## src/rtl/codec_cfg_pkg.sv

```systemverilog
package codec_cfg_pkg;

    localparam int WORD_W   = 16;
    localparam int BYTE_W   = 8;
    localparam int XFER_BYTES = 1 + WORD_W / BYTE_W;
    localparam logic [6:0] DEV_ADDR = 7'b0011010;
    localparam logic [BYTE_W-1:0] ADDR_BYTE = {DEV_ADDR, 1'b0};

    typedef enum logic [3:0] {
        ST_IDLE,
        ST_STA_SDA,
        ST_STA_SCL,
        ST_DATA,
        ST_ACK,
        ST_STP_SCL_LO,
        ST_STP_SCL_HI,
        ST_STP_SDA_HI,
        ST_FINISH,
        ST_FAULT
    } seq_state_t;

    // Ordered codec setup list; register address in [15:9], data in [8:0].
    function automatic logic [WORD_W-1:0] init_word(input int idx);
        case (idx)
            0:       return 16'h0097;
            1:       return 16'h0297;
            2:       return 16'h0479;
            3:       return 16'h0679;
            4:       return 16'h0815;
            5:       return 16'h0A00;
            6:       return 16'h0C00;
            7:       return 16'h0E42;
            8:       return 16'h1019;
            9:       return 16'h1201;
            default: return 16'h0000;
        endcase
    endfunction

endpackage

```

## src/rtl/codec_cfg_tick.sv

```systemverilog
module codec_cfg_tick #(
    parameter int TICK_DIV = 8
) (
    input  logic clk,
    input  logic rst_n,
    input  logic run,
    output logic tick
);
    localparam int CNT_W = (TICK_DIV > 1) ? $clog2(TICK_DIV) : 1;
    localparam logic [CNT_W-1:0] CNT_LAST = CNT_W'(TICK_DIV - 1);

    logic [CNT_W-1:0] cnt;

    always_ff @(posedge clk or negedge rst_n) begin
        if (!rst_n)
            cnt <= '0;
        else if (!run || cnt == CNT_LAST)
            cnt <= '0;
        else
            cnt <= cnt + CNT_W'(1);
    end

    assign tick = run && (cnt == CNT_LAST);
endmodule

```

## src/rtl/codec_cfg_rom.sv

```systemverilog
module codec_cfg_rom
    import codec_cfg_pkg::*;
#(
    parameter int IDX_W = 4
) (
    input  logic [IDX_W-1:0]  idx,
    output logic [WORD_W-1:0] word
);
    always_comb word = init_word(int'(idx));
endmodule

```

## src/rtl/codec_cfg_bitsel.sv

```systemverilog
module codec_cfg_bitsel
    import codec_cfg_pkg::*;
(
    input  logic [WORD_W-1:0] word,
    input  logic [1:0]        byte_idx,
    input  logic [2:0]        bit_idx,
    output logic              bit_out
);
    logic [BYTE_W-1:0] xfer [XFER_BYTES];
    logic [BYTE_W-1:0] cur;

    for (genvar g = 0; g < XFER_BYTES; g++) begin : g_byte
        if (g == 0) begin : g_addr
            assign xfer[g] = ADDR_BYTE;
        end else begin : g_word
            assign xfer[g] = word[WORD_W-1-(g-1)*BYTE_W -: BYTE_W];
        end
    end

    always_comb begin
        cur = '0;
        for (int k = 0; k < XFER_BYTES; k++)
            if (byte_idx == 2'(k)) cur = xfer[k];
        bit_out = cur[3'd7 - bit_idx];
    end
endmodule

```

## src/rtl/codec_cfg_seq.sv

```systemverilog
module codec_cfg_seq
    import codec_cfg_pkg::*;
#(
    parameter int TICK_DIV  = 8,
    parameter int BIT_TICKS = 3,
    parameter int NUM_WORDS = 10
) (
    input  logic clk,
    input  logic rst_n,
    input  logic start,
    input  logic sda_in,
    output logic scl,
    output logic sda_oe,
    output logic done,
    output logic error
);
    localparam int IDX_W = (NUM_WORDS > 1) ? $clog2(NUM_WORDS) : 1;
    localparam int PH_W  = $clog2(BIT_TICKS);
    localparam logic [PH_W-1:0]  PH_LAST   = PH_W'(BIT_TICKS - 1);
    localparam logic [PH_W-1:0]  PH_SAMPLE = PH_W'(BIT_TICKS - 2);
    localparam logic [IDX_W-1:0] WORD_LAST = IDX_W'(NUM_WORDS - 1);
    localparam logic [1:0]       BYTE_LAST = 2'(XFER_BYTES - 1);

    seq_state_t       state, state_d;
    logic [IDX_W-1:0] word_idx, word_d;
    logic [1:0]       byte_idx, byte_d;
    logic [2:0]       bit_idx, bit_d;
    logic [PH_W-1:0]  phase, phase_d;
    logic             nack, nack_d;
    logic             tick, resting, tx_bit, scl_high_ph;
    logic [WORD_W-1:0] cur_word;

    assign resting = (state == ST_IDLE) || (state == ST_FINISH) || (state == ST_FAULT);

    codec_cfg_tick #(.TICK_DIV(TICK_DIV)) tick_i (
        .clk(clk), .rst_n(rst_n), .run(!resting), .tick(tick)
    );

    codec_cfg_rom #(.IDX_W(IDX_W)) rom_i (.idx(word_idx), .word(cur_word));

    codec_cfg_bitsel bitsel_i (
        .word(cur_word), .byte_idx(byte_idx), .bit_idx(bit_idx), .bit_out(tx_bit)
    );

    // next-state and counter logic
    always_comb begin
        state_d = state;
        word_d  = word_idx;
        byte_d  = byte_idx;
        bit_d   = bit_idx;
        phase_d = phase;
        nack_d  = nack;
        unique case (state)
            ST_IDLE, ST_FINISH, ST_FAULT: begin
                if (start) begin
                    state_d = ST_STA_SDA;
                    word_d  = '0;
                    byte_d  = '0;
                    bit_d   = '0;
                    phase_d = '0;
                    nack_d  = 1'b0;
                end
            end
            ST_STA_SDA: if (tick) state_d = ST_STA_SCL;
            ST_STA_SCL: begin
                if (tick) begin
                    state_d = ST_DATA;
                    byte_d  = '0;
                    bit_d   = '0;
                    phase_d = '0;
                end
            end
            ST_DATA: begin
                if (tick) begin
                    if (phase == PH_LAST) begin
                        phase_d = '0;
                        if (bit_idx == 3'd7) begin
                            bit_d   = '0;
                            state_d = ST_ACK;
                        end else begin
                            bit_d = bit_idx + 3'd1;
                        end
                    end else begin
                        phase_d = phase + PH_W'(1);
                    end
                end
            end
            ST_ACK: begin
                if (tick) begin
                    if (phase == PH_SAMPLE && sda_in) nack_d = 1'b1;
                    if (phase == PH_LAST) begin
                        phase_d = '0;
                        if (nack || byte_idx == BYTE_LAST) begin
                            state_d = ST_STP_SCL_LO;
                        end else begin
                            byte_d  = byte_idx + 2'd1;
                            state_d = ST_DATA;
                        end
                    end else begin
                        phase_d = phase + PH_W'(1);
                    end
                end
            end
            ST_STP_SCL_LO: if (tick) state_d = ST_STP_SCL_HI;
            ST_STP_SCL_HI: if (tick) state_d = ST_STP_SDA_HI;
            ST_STP_SDA_HI: begin
                if (tick) begin
                    if (nack) begin
                        state_d = ST_FAULT;
                    end else if (word_idx == WORD_LAST) begin
                        state_d = ST_FINISH;
                    end else begin
                        word_d  = word_idx + IDX_W'(1);
                        state_d = ST_STA_SDA;
                    end
                end
            end
            default: state_d = ST_IDLE;
        endcase
    end

    // state register
    always_ff @(posedge clk or negedge rst_n) begin
        if (!rst_n) begin
            state    <= ST_IDLE;
            word_idx <= '0;
            byte_idx <= '0;
            bit_idx  <= '0;
            phase    <= '0;
            nack     <= 1'b0;
        end else begin
            state    <= state_d;
            word_idx <= word_d;
            byte_idx <= byte_d;
            bit_idx  <= bit_d;
            phase    <= phase_d;
            nack     <= nack_d;
        end
    end

    // outputs
    assign scl_high_ph = (phase != '0) && (phase != PH_LAST);

    always_comb begin
        scl    = 1'b1;
        sda_oe = 1'b0;
        done   = 1'b0;
        error  = 1'b0;
        unique case (state)
            ST_IDLE:       ;
            ST_FINISH:     done = 1'b1;
            ST_FAULT:      error = 1'b1;
            ST_STA_SDA:    sda_oe = 1'b1;
            ST_STA_SCL:    begin scl = 1'b0; sda_oe = 1'b1; end
            ST_DATA:       begin scl = scl_high_ph; sda_oe = !tx_bit; end
            ST_ACK:        scl = scl_high_ph;
            ST_STP_SCL_LO: begin scl = 1'b0; sda_oe = 1'b1; end
            ST_STP_SCL_HI: sda_oe = 1'b1;
            ST_STP_SDA_HI: ;
            default:       ;
        endcase
    end
endmodule

```

## config.mk

```make
export PLATFORM = sky130hd
export DESIGN_NAME = codec_cfg_seq
export DESIGN_NICKNAME = d
export VERILOG_FILES = /design/src/rtl/codec_cfg_pkg.sv /design/src/rtl/codec_cfg_tick.sv /design/src/rtl/codec_cfg_rom.sv /design/src/rtl/codec_cfg_bitsel.sv /design/src/rtl/codec_cfg_seq.sv
export SDC_FILE = /design/constraint.sdc
export NUM_CORES = 1
export LEC_CHECK = 0
export ABC_CLOCK_PERIOD_IN_PS = 2850
export BUFFER_PORTS_ARGS = -buffer_cell sky130_fd_sc_hd__buf_4
export CORE_UTILIZATION = 40
export CTS_BUF_LIST = sky130_fd_sc_hd__clkbuf_4 sky130_fd_sc_hd__clkbuf_8 sky130_fd_sc_hd__clkbuf_16
export CTS_CLUSTER_DIAMETER = 60
export DETAILED_ROUTE_END_ITERATION = 10
export SLEW_MARGIN = 5
export SYNTH_ARGS = -nofsm -noshare
export SYNTH_HDL_FRONTEND = slang
export SYNTH_SLANG_ARGS = --single-unit
export TNS_END_PERCENT = 10
```

## constraint.sdc

```tcl
create_clock -name clk -period 2.85 [get_ports clk]
set_input_delay 0.57 -clock clk [delete_from_list [all_inputs] [get_ports clk]]
set_output_delay 0.57 -clock clk [all_outputs]
set_load 0.05 [all_outputs]
```

Word level (Yosys, flattened, before mapping)
Memory sizes are Yosys's and may differ from the RTL's.
Cells that the tools add are included.
Widths: inputs -> output; s select.
{ "totals": {"mem_count": 1, "regBits": 19, "ram_bits": 0, "out_inout_bits": 4, "romBits": 192, "latchBits": 0, "word_cells": 124, "input_bits": 4} }
{ "classes": {"div": 0, "shifts": 0, "add_sub_neg": 6, "n_reduce_logical": 27, "order_cmp": 1, "n_bitwise": 0, "muxes": 49, "n_mul": 0, "n_eq_ne": 33} }
{ "mem_list": {"columns": ["memory", "depth", "word_bits", "rd", "rd_clocked_by_memory_dff", "write_ports", "line_no", "rtl"], "rows": [
  ["(name not given)", 16, 12, 1, 0, 0, "codec_cfg_pkg.sv:24", "case (idx)"]
]} }
{ "ops": {"columns": ["operator", "n"], "rows": [
  ["$mux 4", 17],
  ["$ne 2x2->1 const B", 16],
  ["$pmux 4 s8", 1],
  ["$mux 3", 7],
  ["$eq 4x3->1 const B", 4],
  ["$mux 8", 2],
  ["$mux 2", 7],
  ["$eq 4x4->1 const B", 3],
  ["$pmux 2 s3", 2],
  ["$reduce_and 11->1", 1],
  ["$reduce_and 5->1", 2],
  ["$pmux 3 s3", 1],
  ["$reduce_bool 3->1", 3],
  ["$eq 4x2->1 const B", 2],
  ["$pmux 4 s2", 1],
  ["$reduce_and 4->1", 2],
  ["$add 3x1->3 const B", 2],
  ["$eq 3x3->1 const B", 2],
  ["$mux 1", 6],
  ["$mux 6", 1],
  ["$pmux 1 s2", 3],
  ["$reduce_and 6->1", 1],
  ["$reduce_bool 2->1", 3],
  ["$add 2x1->2 const B", 2],
  ["16 further kinds", 25]
]} }

Longest topological paths before layout
Gate-level depths: netlist of run 1.
{ "depth": {"depth_word": 8, "depth_mapped": 8, "mapped_depth_nobuf": 7} }

By module
Synthesis of run 1 repeated with hierarchy kept, for this count alone.
{ "hier_totals": {"hier_cells": 188, "hier_area_um2": 1655.3} }
{ "by_module_without_submodules": {"columns": ["module", "area_each_um2", "seq_area_each_um2", "instances", "cells_each"], "rows": [
  ["codec_cfg_seq", 1169.9, 400.4, 1, 128],
  ["codec_cfg_bitsel", 186.4, 0.0, 1, 24],
  ["codec_cfg_rom", 161.4, 0.0, 1, 27],
  ["codec_cfg_tick", 137.6, 75.1, 1, 9]
]} }

Worst setup path after synthesis of run 1
Ideal clock, no wire load.
{ "synth_path": {"path_kind": "reg-to-output", "startpoint": "register word_idx[1]", "endpoint": "output sda_oe", "setup_slack_ns": -0.398, "arrival_ns": 2.678, "required_ns": 2.280, "n_path_buf": 1, "path_stages_with_launch": 9, "cell_sequence": "dfrtp_1 > clkbuf_1 > inv_1 > ha_1 > nor2b_1 > o21ai_0 > a221oi_1 > nor4_1 > o32ai_1"} }
{ "synth_via": {"elab_chain_len": 7} }
{ "synth_lines": {"columns": ["element", "line_no", "rtl"], "rows": [
  ["start, declared", "codec_cfg_seq.sv:25", "logic [IDX_W-1:0] word_idx, word_d;"],
  ["start signal, assigned", "codec_cfg_seq.sv:133", "word_idx <= word_d;"],
  ["$mem_v2 16x12 (*)", null, null],
  ["$mux 8", "codec_cfg_bitsel.sv:23", "if (byte_idx == 2'(k)) cur = xfer[k];"],
  ["$mux 8 (*)", "codec_cfg_bitsel.sv:23", null],
  ["$bmux 1 s3 (*)", "codec_cfg_bitsel.sv:24", "bit_out = cur[3'd7 - bit_idx];"],
  ["$mux 1 (implied by the code) (*)", "codec_cfg_bitsel.sv:24", null],
  ["$logic_not 1->1 (*)", "codec_cfg_seq.sv:155", "ST_DATA: begin scl = scl_high_ph; sda_oe = !tx_bit; end"],
  ["$pmux 1 s2 (*)", "codec_cfg_seq.sv:149", "unique case (state)"],
  ["end, declared", "codec_cfg_seq.sv:13", "output logic sda_oe,"]
]} }
Mark *: on every way between the ends. The rest lies on a longest branch, timed or not. The select of a mux whose other input is x is not followed.

Final worst setup path of run 1
Same ends and word-level chain as after synthesis.

==> impl_metrics.csv, run 1 <==
group,metric,value,unit
outcome,outcome,"finished, final reports clean",
worst_setup_path,crit_family,"compound AO/OA/AOI/OAI gates",
floorplanning,fp-row-count,22,
worst_setup_path,worstSetupEndpointType,"output port",
worst_setup_path,critPathBufInv,2,
clock_tree,clock_path_buffers,2,
sta,period_share,0.9460,
clock_tree,cts_htree_levels,1,
sta,hold_viol,0,
synth,ys_ff_latch,19,
worst_setup_path,cp.depth,8,
global_route,grt_max_degree,20,
final_layout,fin_nets,211,
floorplanning,die_width,63.88,um
worst_setup_path,start_kind,"flop",
sta,maxSlewHeadroom,0.6521,
global_route,grt_pass1_vias,1400,
routing,route.vias.total,1417,
routing,dr.pass1.iters,4,
synth,synthAdderAreaFrac,0.08987,
clock_tree,cts_tree,"yes",
global_route,overflow,0,
global_route,antenna_found_initial,0,
final_layout,multi_input_area,989.7,um^2
routing,drc,0,
worst_setup_path,endpoint,"sda_oe",
worst_setup_path,cp_max_fo,10,
final_layout,final_cell_mix,"nand2_1, o21ai_0, dfrtp_1",
power,ir_drop,0.4346,mV
routing,routed_via_density,5.831,
placed_design,hpwl,2.665,mm
clock_tree,root_buffer,"clkbuf_8",
clock_tree,clkLatencyLatePin,0.26,ns
power,total_power,1.733,mW
clock_tree,cts.clk_slew.worst_paths,0.07,ns
worst_setup_path,cp.arrival,2.13,ns
synth,yosys.area_share.simple,0.2745,
final_layout,drive_gt1_frac,0.1385,
hold_path,hold_path.class,"input port to asynchronous set/reset pin",
synth,syn_nets,205,
synth,synthArstFlopShare,1.000,
placed_design,gp_congestion,0.8822,
global_route,grtUsageTotal,0.1947,
sta,finalCriticalPeriod,2.696,ns
synth,synth_compound_area_frac,0.2181,
clock_tree,cts_sinks,19,
synth,syn_area_per_cell,8.060,um^2
power,power.static_leakage,0.7049,nW
clock_tree,numCtsBuffers,3,
final_layout,num_antenna_cells,0,
synth,synth_enable_flop_cells,0,
sta,setup_tns,0,ns
worst_setup_path,reg2reg_slack,0.68,ns
worst_setup_path,r2r-start,"state[1]",
worst_setup_path,cpPeakStageDelay,0.46,ns
floorplanning,pin_count,8,
routing,wirelength,3.654,mm
floorplanning,dieArea,0.004080,mm^2
synth,yosysSeqAreaShare,0.3105,
worst_setup_path,startpoint,"word_idx[1]",
sta,tightest_slew,0.5164,ns
final_layout,syn2layout_area_growth,12.25,%
global_route,grt_pass1_wl,6.244,mm
synth,synth_top_family_by_area,"simple AND/OR/NAND/NOR gates",
floorplanning,die_h,63.88,um
synth,yosysWarnings,0,
synth,synth-xor-area-share,0.01144,
sta,slew_violations,0,
placed_design,place_area,0.001644,mm^2
worst_setup_path,rr_endpoint,"word_idx[3]",
synth,muxShareOfSynthArea,0.03431,
final_layout,stdcell_area,0.001719,mm^2
clock_tree,ctsHoldBuffers,0,
sta,fmax,370.9,MHz
routing,wl_per_cell,15.04,um
synth,postSynthCellCount,190,
floorplanning,start_util,0.4183,
placed_design,port_buffers,7,
floorplanning,core_area,0.003661,mm^2
sta,hold_ws,0.1694,ns
worst_setup_path,reg2reg_depth,6,
final_layout,seq_area,478.0,um^2
synth,synthFlopType,"dfrtp_1",
worst_setup_path,crit_type,"flop to output port",
worst_setup_path,crit_chain,"inv_1, ha_1, nor2b_1, o21ai_0, a221oi_1, nor4_1, o32ai_2, buf_6",
synth,syn-cell-area,0.001531,mm^2
final_layout,fillerInstances,347,
sta,setup_viol,0,
worst_setup_path,required,2.28,ns
routing,ant_nets,0,
synth,synth_cell_type_count,48,
job,drv_cap,0,
routing,dr.first_iter.drc_count,81,
worst_setup_path,critPathSlowestCell,"dfrtp_2",
clock_tree,post_cts_buffers,0,
power,power_density,1008,mW/mm^2
sta,finalClockSkew,0.005724,ns
==> through the flow <==
stage / utilization / std cells / setup slack [ns]
floorplan: - / 190 / 0.07891
global placement: 0.4491 / 239 / 0.3858
detailed placement: 0.4491 / 239 / 0.2176
CTS: 0.4641 / 243 / 0.00003397
global route: 0.4696 / 243 / -0.004355
finish: 0.4696 / 243 / 0.1539
==> synthesized netlist by cell type, types with 2 or more instances <==
| cell | count | area share |
|---|---|---|
| nand2_1 | 17 | 0.042 |
| mux2i_1 | 3 | 0.020 |
| nand3b_1 | 3 | 0.015 |
| and2_1 | 2 | 0.0082 |
| mux2_2 | 2 | 0.015 |
| buf_2 | 3 | 0.0098 |
| dfrtp_1 | 19 | 0.31 |
| nor3b_1 | 2 | 0.0098 |
| o32ai_1 | 2 | 0.011 |
| and3_1 | 4 | 0.016 |
| nand2b_1 | 8 | 0.033 |
| nor3_1 | 9 | 0.029 |
| inv_1 | 13 | 0.032 |
| a211oi_1 | 3 | 0.015 |
| nor4_1 | 3 | 0.012 |
| o21ai_0 | 17 | 0.056 |
| a21oi_1 | 10 | 0.033 |
| a41oi_1 | 2 | 0.011 |
| nand4b_1 | 2 | 0.011 |
| nor2b_1 | 5 | 0.020 |
| clkbuf_1 | 7 | 0.017 |
| nand3_1 | 6 | 0.020 |
| ha_1 | 11 | 0.090 |
| or4_1 | 2 | 0.0098 |
| nor2_1 | 12 | 0.029 |
==> how the worst min path moves through the flow <==
stage	start	end	slack, ns	depth (start not counted)
final	rst_n	tick_i.cnt[1]	0.17	1
after global routing	rst_n	nack	0.19	1
after CTS	rst_n	tick_i.cnt[0]	0.19	1
after detailed placement	tick_i.cnt[0]	tick_i.cnt[0]	0.45	1
after global placement	tick_i.cnt[0]	tick_i.cnt[0]	0.43	1
after floorplan	rst_n	bit_idx[0]	0.27	0
==> layout make-up <==
class                           count  area share
Clock buffer                        4     0.02838
Inverter                           13     0.02838
Multi-Input combinational cell    147      0.5757
Sequential cell                    19      0.2780
Tap cell                           48     0.03493
Timing Repair Buffer               12     0.05459
==> state kept, by name, indices dropped and copies added, names as in the netlist <==
signal,flops
bit_idx,3
byte_idx,2
nack,1
phase,2
state,4
tick_i.cnt,3
word_idx,4
==> where the power goes <==
| group | total [mW] | internal [mW] | switching, mW | leakage [nW] |
|---|---|---|---|---|
| registers | 0.480 | 0.361 | 0.119 | 0.239 |
| logic | 1.05 | 0.428 | 0.625 | 0.439 |
| clock network | 0.200 | 0.109 | 0.0910 | 0.0262 |
| total | 1.73 | 0.898 | 0.835 | 0.705 |
==> cell families after synthesis <==
kind of cell	Yosys count
AOI/OAI and AO/OA	50
muxes	5
buffers and inverters	24
xor gates and xnor gates	2
DFF	19
and+or+nand+nor	79
adders and majority gates	11
==> per-layer routing <==
| layer | vias up | share of wire | GRT usage |
|---|---|---|---|
| li1 | 695 | - | - |
| met5 | - | 0 | 0 |
| met2 | 32 | 0.48 | 0.3457 |
| met4 | 0 | 0.013 | 0.08523 |
| met1 | 684 | 0.47 | 0.2380 |
| met3 | 6 | 0.035 | 0.01607 |
==> repair_timing <==
action	in CTS	in global routing
gates cloned	0	0
endpoints found under the hold margin	0	0
setup endpoints to repair	1	1
gates resized for setup	2	6
No activity file was read; power rests on OpenSTA's default activity.
==> run 2: changes to the inputs <==
Settings changed: ABC_CLOCK_PERIOD_IN_PS 2850 to 2250, CORE_UTILIZATION 40 to 29, CTS_BUF_LIST sky130_fd_sc_hd__clkbuf_4 sky130_fd_sc_hd__clkbuf_8 sky130_fd_sc_hd__clkbuf_16 to sky130_fd_sc_hd__clkbuf_4 sky130_fd_sc_hd__clkbuf_8.
Clock period 2.85 ns to 2.25 ns, I/O delays scaled along.
==> impl_metrics.csv, run 2 (synthesis results as in run 1) <==
group,metric,value,unit
power,ir_drop,0.6586,mV
clock_tree,root_buffer,"clkbuf_8",
placed_design,port_buffers,7,
worst_setup_path,crit_family,"compound AO/OA/AOI/OAI gates",
final_layout,mostFrequentLayoutCell,"buf_4",
global_route,grtUsageTotal,0.1516,
sta,hold_viol,0,
placed_design,hpwl,2.754,mm
floorplanning,start_util,0.2999,
job,drv_cap,0,
final_layout,top_regs,"state (4), word_idx (4)",
placed_design,place_area,0.001788,mm^2
global_route,grt_max_degree,20,
worst_setup_path,cp_max_fo,4,
worst_setup_path,startpoint,"word_idx[1]",
sta,finalClockSkew,0.005117,ns
power,power.static_leakage,0.8498,nW
worst_setup_path,crit_chain,"buf_4, buf_4, nand2b_4, a21oi_1, o311ai_2, o21ai_2, o32ai_4, buf_6",
placed_design,placedCellCount,275,
floorplanning,die_h,74.67,um
final_layout,drive_gt1_frac,0.3519,
final_layout,final_cell_mix,"buf_4, dfrtp_1, nand2_1",
worst_setup_path,cp.arrival,1.99,ns
global_route,grt_pass1_wl,6.575,mm
floorplanning,fp-row-count,26,
power,power_density,1251,mW/mm^2
sta,hold_ws,0.05126,ns
routing,route.vias.total,1490,
sta,finalCriticalPeriod,2.437,ns
worst_setup_path,required,1.80,ns
clock_tree,clkLatencyLatePin,0.26,ns
clock_tree,cts_htree_levels,1,
final_layout,stdcell_area,0.002136,mm^2
global_route,overflow,0,
floorplanning,die_width,74.67,um
floorplanning,core_area,0.005107,mm^2
outcome,violations,"negative setup slack",
sta,maxSlewHeadroom,0.6483,
clock_tree,cts_tree,"yes",
final_layout,fillerInstances,525,
final_layout,utilization,0.4182,
placed_design,gp_congestion,0.8812,
clock_tree,numCtsBuffers,3,
sta,slew_violations,0,
final_layout,final_cell_count_no_fill,286,
worst_setup_path,start_kind,"flop",
sta,period_share,1.083,
worst_setup_path,path_common_cell,"buf_4",
final_layout,syn2layout_area_growth,39.46,%
final_layout,num_antenna_cells,0,
sta,setup_viol,1,
floorplanning,pin_count,8,
sta,setup_tns,-0.1866,ns
clock_tree,ctsHoldBuffers,0,
outcome,outcome,"complete, but fails checks",
routing,ant_nets,0,
routing,wirelength,4.069,mm
worst_setup_path,reg2reg_slack,0.10,ns
global_route,grt_pass1_vias,1448,
sta,tightest_slew,0.5220,ns
routing,dr.first_iter.drc_count,52,
routing,wl_per_cell,14.23,um
power,total_power,2.672,mW
worst_setup_path,r2r-start,"word_idx[0]",
clock_tree,clock_path_buffers,2,
clock_tree,cts.clk_slew.worst_paths,0.08,ns
routing,dr.pass1.iters,4,
floorplanning,dieArea,0.005576,mm^2
global_route,antenna_found_initial,0,
sta,finalWorstSetupSlack,-0.1866,ns
worst_setup_path,cpPeakStageDelay,0.41,ns
worst_setup_path,critPathSlowestCell,"dfrtp_1",
routing,drc,0,
worst_setup_path,crit_type,"flop to output port",
final_layout,fin_nets,232,
hold_path,hold_path.class,"input port to asynchronous set/reset pin",
sta,rsz0062_at_grt,"true",
worst_setup_path,worstSetupEndpointType,"output port",
sta,fmax,410.4,MHz
clock_tree,cts_sinks,19,
routing,routed_via_density,5.210,
placed_design,pre_cts_slack,-0.06505,ns
worst_setup_path,critPathBufInv,3,
## run 2: changes by cell type in the layout (fill, tap and decap cells not counted), sizes merged
cell and delta:
buf +21
## run 2: report_power, final
group	switching, mW	leakage (nW)	internal, mW	total, mW
clock	0.117	0.0262	0.138	0.255
sequential	0.127	0.241	0.458	0.585
combinational	0.994	0.582	0.838	1.83
total	1.24	0.850	1.43	2.67
## run 2: per-layer routing
metal | up-vias | global-route usage | wire (um) | share of wire
li1 | 742 | - | - | -
met1 | 727 | 0.2102 | 1968 | 0.48
met2 | 16 | 0.2563 | 1999 | 0.49
met3 | 5 | 0.01606 | 73 | 0.018
met4 | 0 | 0.03145 | 27 | 0.0066
met5 | - | 0 | 0 | 0
## run 2: final timing paths
check | endpoint | cells after the start
worst max-delay path | sda_oe | 8
min in group clk | nack | 2
worst min register to register | tick_i.cnt[0] | 1
worst max register to register | word_idx[3] | 9
max in group asynchronous | word_idx[3] | 1
worst min-delay path | phase[0] | 1
## run 2: final cells by class
cell class	instances	area, um^2	share of cell area
well taps	70	87.58	0.04101
inverters	13	48.80	0.02285
multi-input cells	147	1200	0.5618
clock buffers	4	48.80	0.02285
repair buffers	33	274.0	0.1283
flip-flops and latches	19	476.7	0.2232
## run 2: repair_timing
item                       in CTS  in global routing
pin swaps                       9                 11
setup endpoints to repair       1                  2
setup buffers                   5                  2
gates cloned                    0                  0
resized for setup              26                 31
==> run 3: changes to the inputs <==
Settings changed: REMOVE_ABC_BUFFERS from default to 1.
==> impl_metrics.csv, run 3 (synthesis results as in run 1) <==
group,metric,value,unit
global_route,grt_max_degree,20,
floorplanning,pin_count,8,
routing,dr.pass1.iters,4,
final_layout,syn2layout_area_growth,28.84,%
worst_setup_path,required,1.80,ns
clock_tree,clkLatencyLatePin,0.26,ns
routing,wl_per_cell,13.20,um
placed_design,pre_cts_slack,-0.1296,ns
power,pwr-share-clk,0.095,
power,switching_share,0.4601,
routing,routed_via_density,5.171,
global_route,use_met3,0.01606,
sta,rsz0062_at_grt,"true",
floorplanning,fp-row-count,26,
final_layout,multi_input_area,0.001059,mm^2
worst_setup_path,crit_type,"flop to output port",
global_route,grt_pass1_vias,1360,
routing,drc,0,
sta,period_share,1.080,
power,p_seq_frac,0.241,
sta,fmax,411.6,MHz
worst_setup_path,critPathSlowestCell,"dfrtp_1",
power,power_frac_comb,0.664,
clock_tree,cts.clk_slew.worst_paths,0.07,ns
sta,tightest_slew,0.5167,ns
power,p_switching,1.140,mW
final_layout,utilization,0.3863,
routing,dr.first_iter.drc_count,82,
placed_design,placedCellCount,275,
worst_setup_path,start_kind,"flop",
final_layout,drive_gt1_frac,0.2824,
final_layout,stdcell_area,0.001973,mm^2
floorplanning,die_h,74.67,um
sta,finalCriticalPeriod,2.430,ns
worst_setup_path,critPathBufInv,3,
clock_tree,root_buffer,"clkbuf_8",
clock_tree,cts_htree_levels,1,
final_layout,seq_area,476.7,um^2
worst_setup_path,crit_family,"compound AO/OA/AOI/OAI gates",
power,power_density,1256,mW/mm^2
final_layout,final_cell_count_no_fill,286,
sta,slew_violations,0,
clock_tree,cts_tree,"yes",
worst_setup_path,cp.arrival,1.98,ns
sta,maxSlewHeadroom,0.6549,
outcome,outcome,"complete, but fails checks",
sta,setup_viol,1,
global_route,grtUsageTotal,0.1442,
global_route,antenna_found_initial,0,
worst_setup_path,crit_chain,"inv_2, buf_4, ha_2, nand2b_4, o21ai_2, a211oi_2, o21ai_1, o32ai_2, buf_6",
final_layout,fillerInstances,549,
outcome,violations,"negative setup slack",
routing,route.vias.total,1479,
floorplanning,dieArea,0.005576,mm^2
placed_design,hpwl,2.754,mm
routing,wirelength,3.776,mm
global_route,top_usage_layer,"met2",
global_route,grt_use_met2,0.2282,
job,drv_cap,0,
final_layout,fin_nets,232,
global_route,grt_pass1_wl,6.216,mm
final_layout,top_regs,"state (4), word_idx (4)",
worst_setup_path,cpPeakStageDelay,0.38,ns
final_layout,final_cell_mix,"buf_4, dfrtp_1, nand2_1",
global_route,overflow,0,
clock_tree,cts_sinks,19,
floorplanning,start_util,0.2999,
clock_tree,clock_path_buffers,2,
placed_design,port_buffers,7,
sta,finalClockSkew,0.004796,ns
power,total_power,2.478,mW
clock_tree,numCtsBuffers,3,
placed_design,place_area,0.001769,mm^2
power,ir_drop,0.6679,mV
power,power.static_leakage,0.8159,nW
global_route,grtUsageMet1,0.2058,
sta,hold_viol,0,
sta,finalWorstSetupSlack,-0.1797,ns
hold_path,hold_path.class,"input port to asynchronous set/reset pin",
routing,ant_nets,0,
worst_setup_path,cp_max_fo,3,
floorplanning,die_width,74.67,um
final_layout,mostFrequentLayoutCell,"buf_4",
worst_setup_path,worstSetupEndpointType,"output port",
final_layout,num_antenna_cells,0,
power,internal_power,1.338,mW
placed_design,gp_congestion,0.8818,
floorplanning,core_area,0.005107,mm^2
run 3: cell types whose count changed in the layout (fill, tap and decap cells not counted), sizes merged:
| cell | delta |
|---|---|
| clkbuf | -1 |
| clkinv | +1 |
run 3: what timing repair did:
item                       CTS  global route
pin swaps                    9            10
resized for setup           19            10
hold buffers                 0             0
setup endpoints to repair    1             4
setup buffers                7             0
run 3: per-stage QoR:
step                setup TNS [ns]  hold slack, ns
detailed placement         -0.1296          0.3401
global placement                 0          0.3414
floorplan                   -1.032          0.1544
finish                     -0.1797         0.05441
CTS                        -0.2199         0.05913
global route               -0.2866         0.07026
run 3: worst paths after layout:
kind | from | end | slack (ns) | depth (start not counted)
worst min register to register | tick_i.cnt[0] | tick_i.cnt[0] | 0.44 | 1
max in group asynchronous | rst_n | word_idx[2] | 1.97 | 1
worst max register to register | word_idx[0] | word_idx[3] | 0.13 | 9
min in group clk | start | nack | 0.39 | 2
worst max-delay path | byte_idx[0] | sda_oe | -0.18 | 9
worst min-delay path | rst_n | tick_i.cnt[0] | 0.05 | 1
run 3: layout make-up:
cell class                      count  share of cell area
Multi-Input combinational cell    147              0.5365
Sequential cell                    19              0.2416
Timing Repair Buffer               33              0.1294
Tap cell                           70             0.04439
Inverter                           13             0.02473
Clock buffer                        3             0.02093
Clock inverter                      1            0.002536
run 3: power groups by stage:
stage / Clock (mW) / Combinational (mW) / Sequential, mW
floorplan: 0 / 0.881 / 0.619
global placement: 0 / 1.38 / 0.581
detailed placement: 0 / 1.40 / 0.587
CTS: 0.245 / 1.55 / 0.594
global route: 0.257 / 1.83 / 0.615
finish: 0.236 / 1.64 / 0.597
run 3: per-layer routing:
layer | vias up | routed length, um | share of wire
met3 | 6 | 117 | 0.031
met1 | 692 | 1831 | 0.48
met2 | 38 | 1768 | 0.47
met5 | - | 0 | 0
met4 | 0 | 58 | 0.015
li1 | 743 | - | -
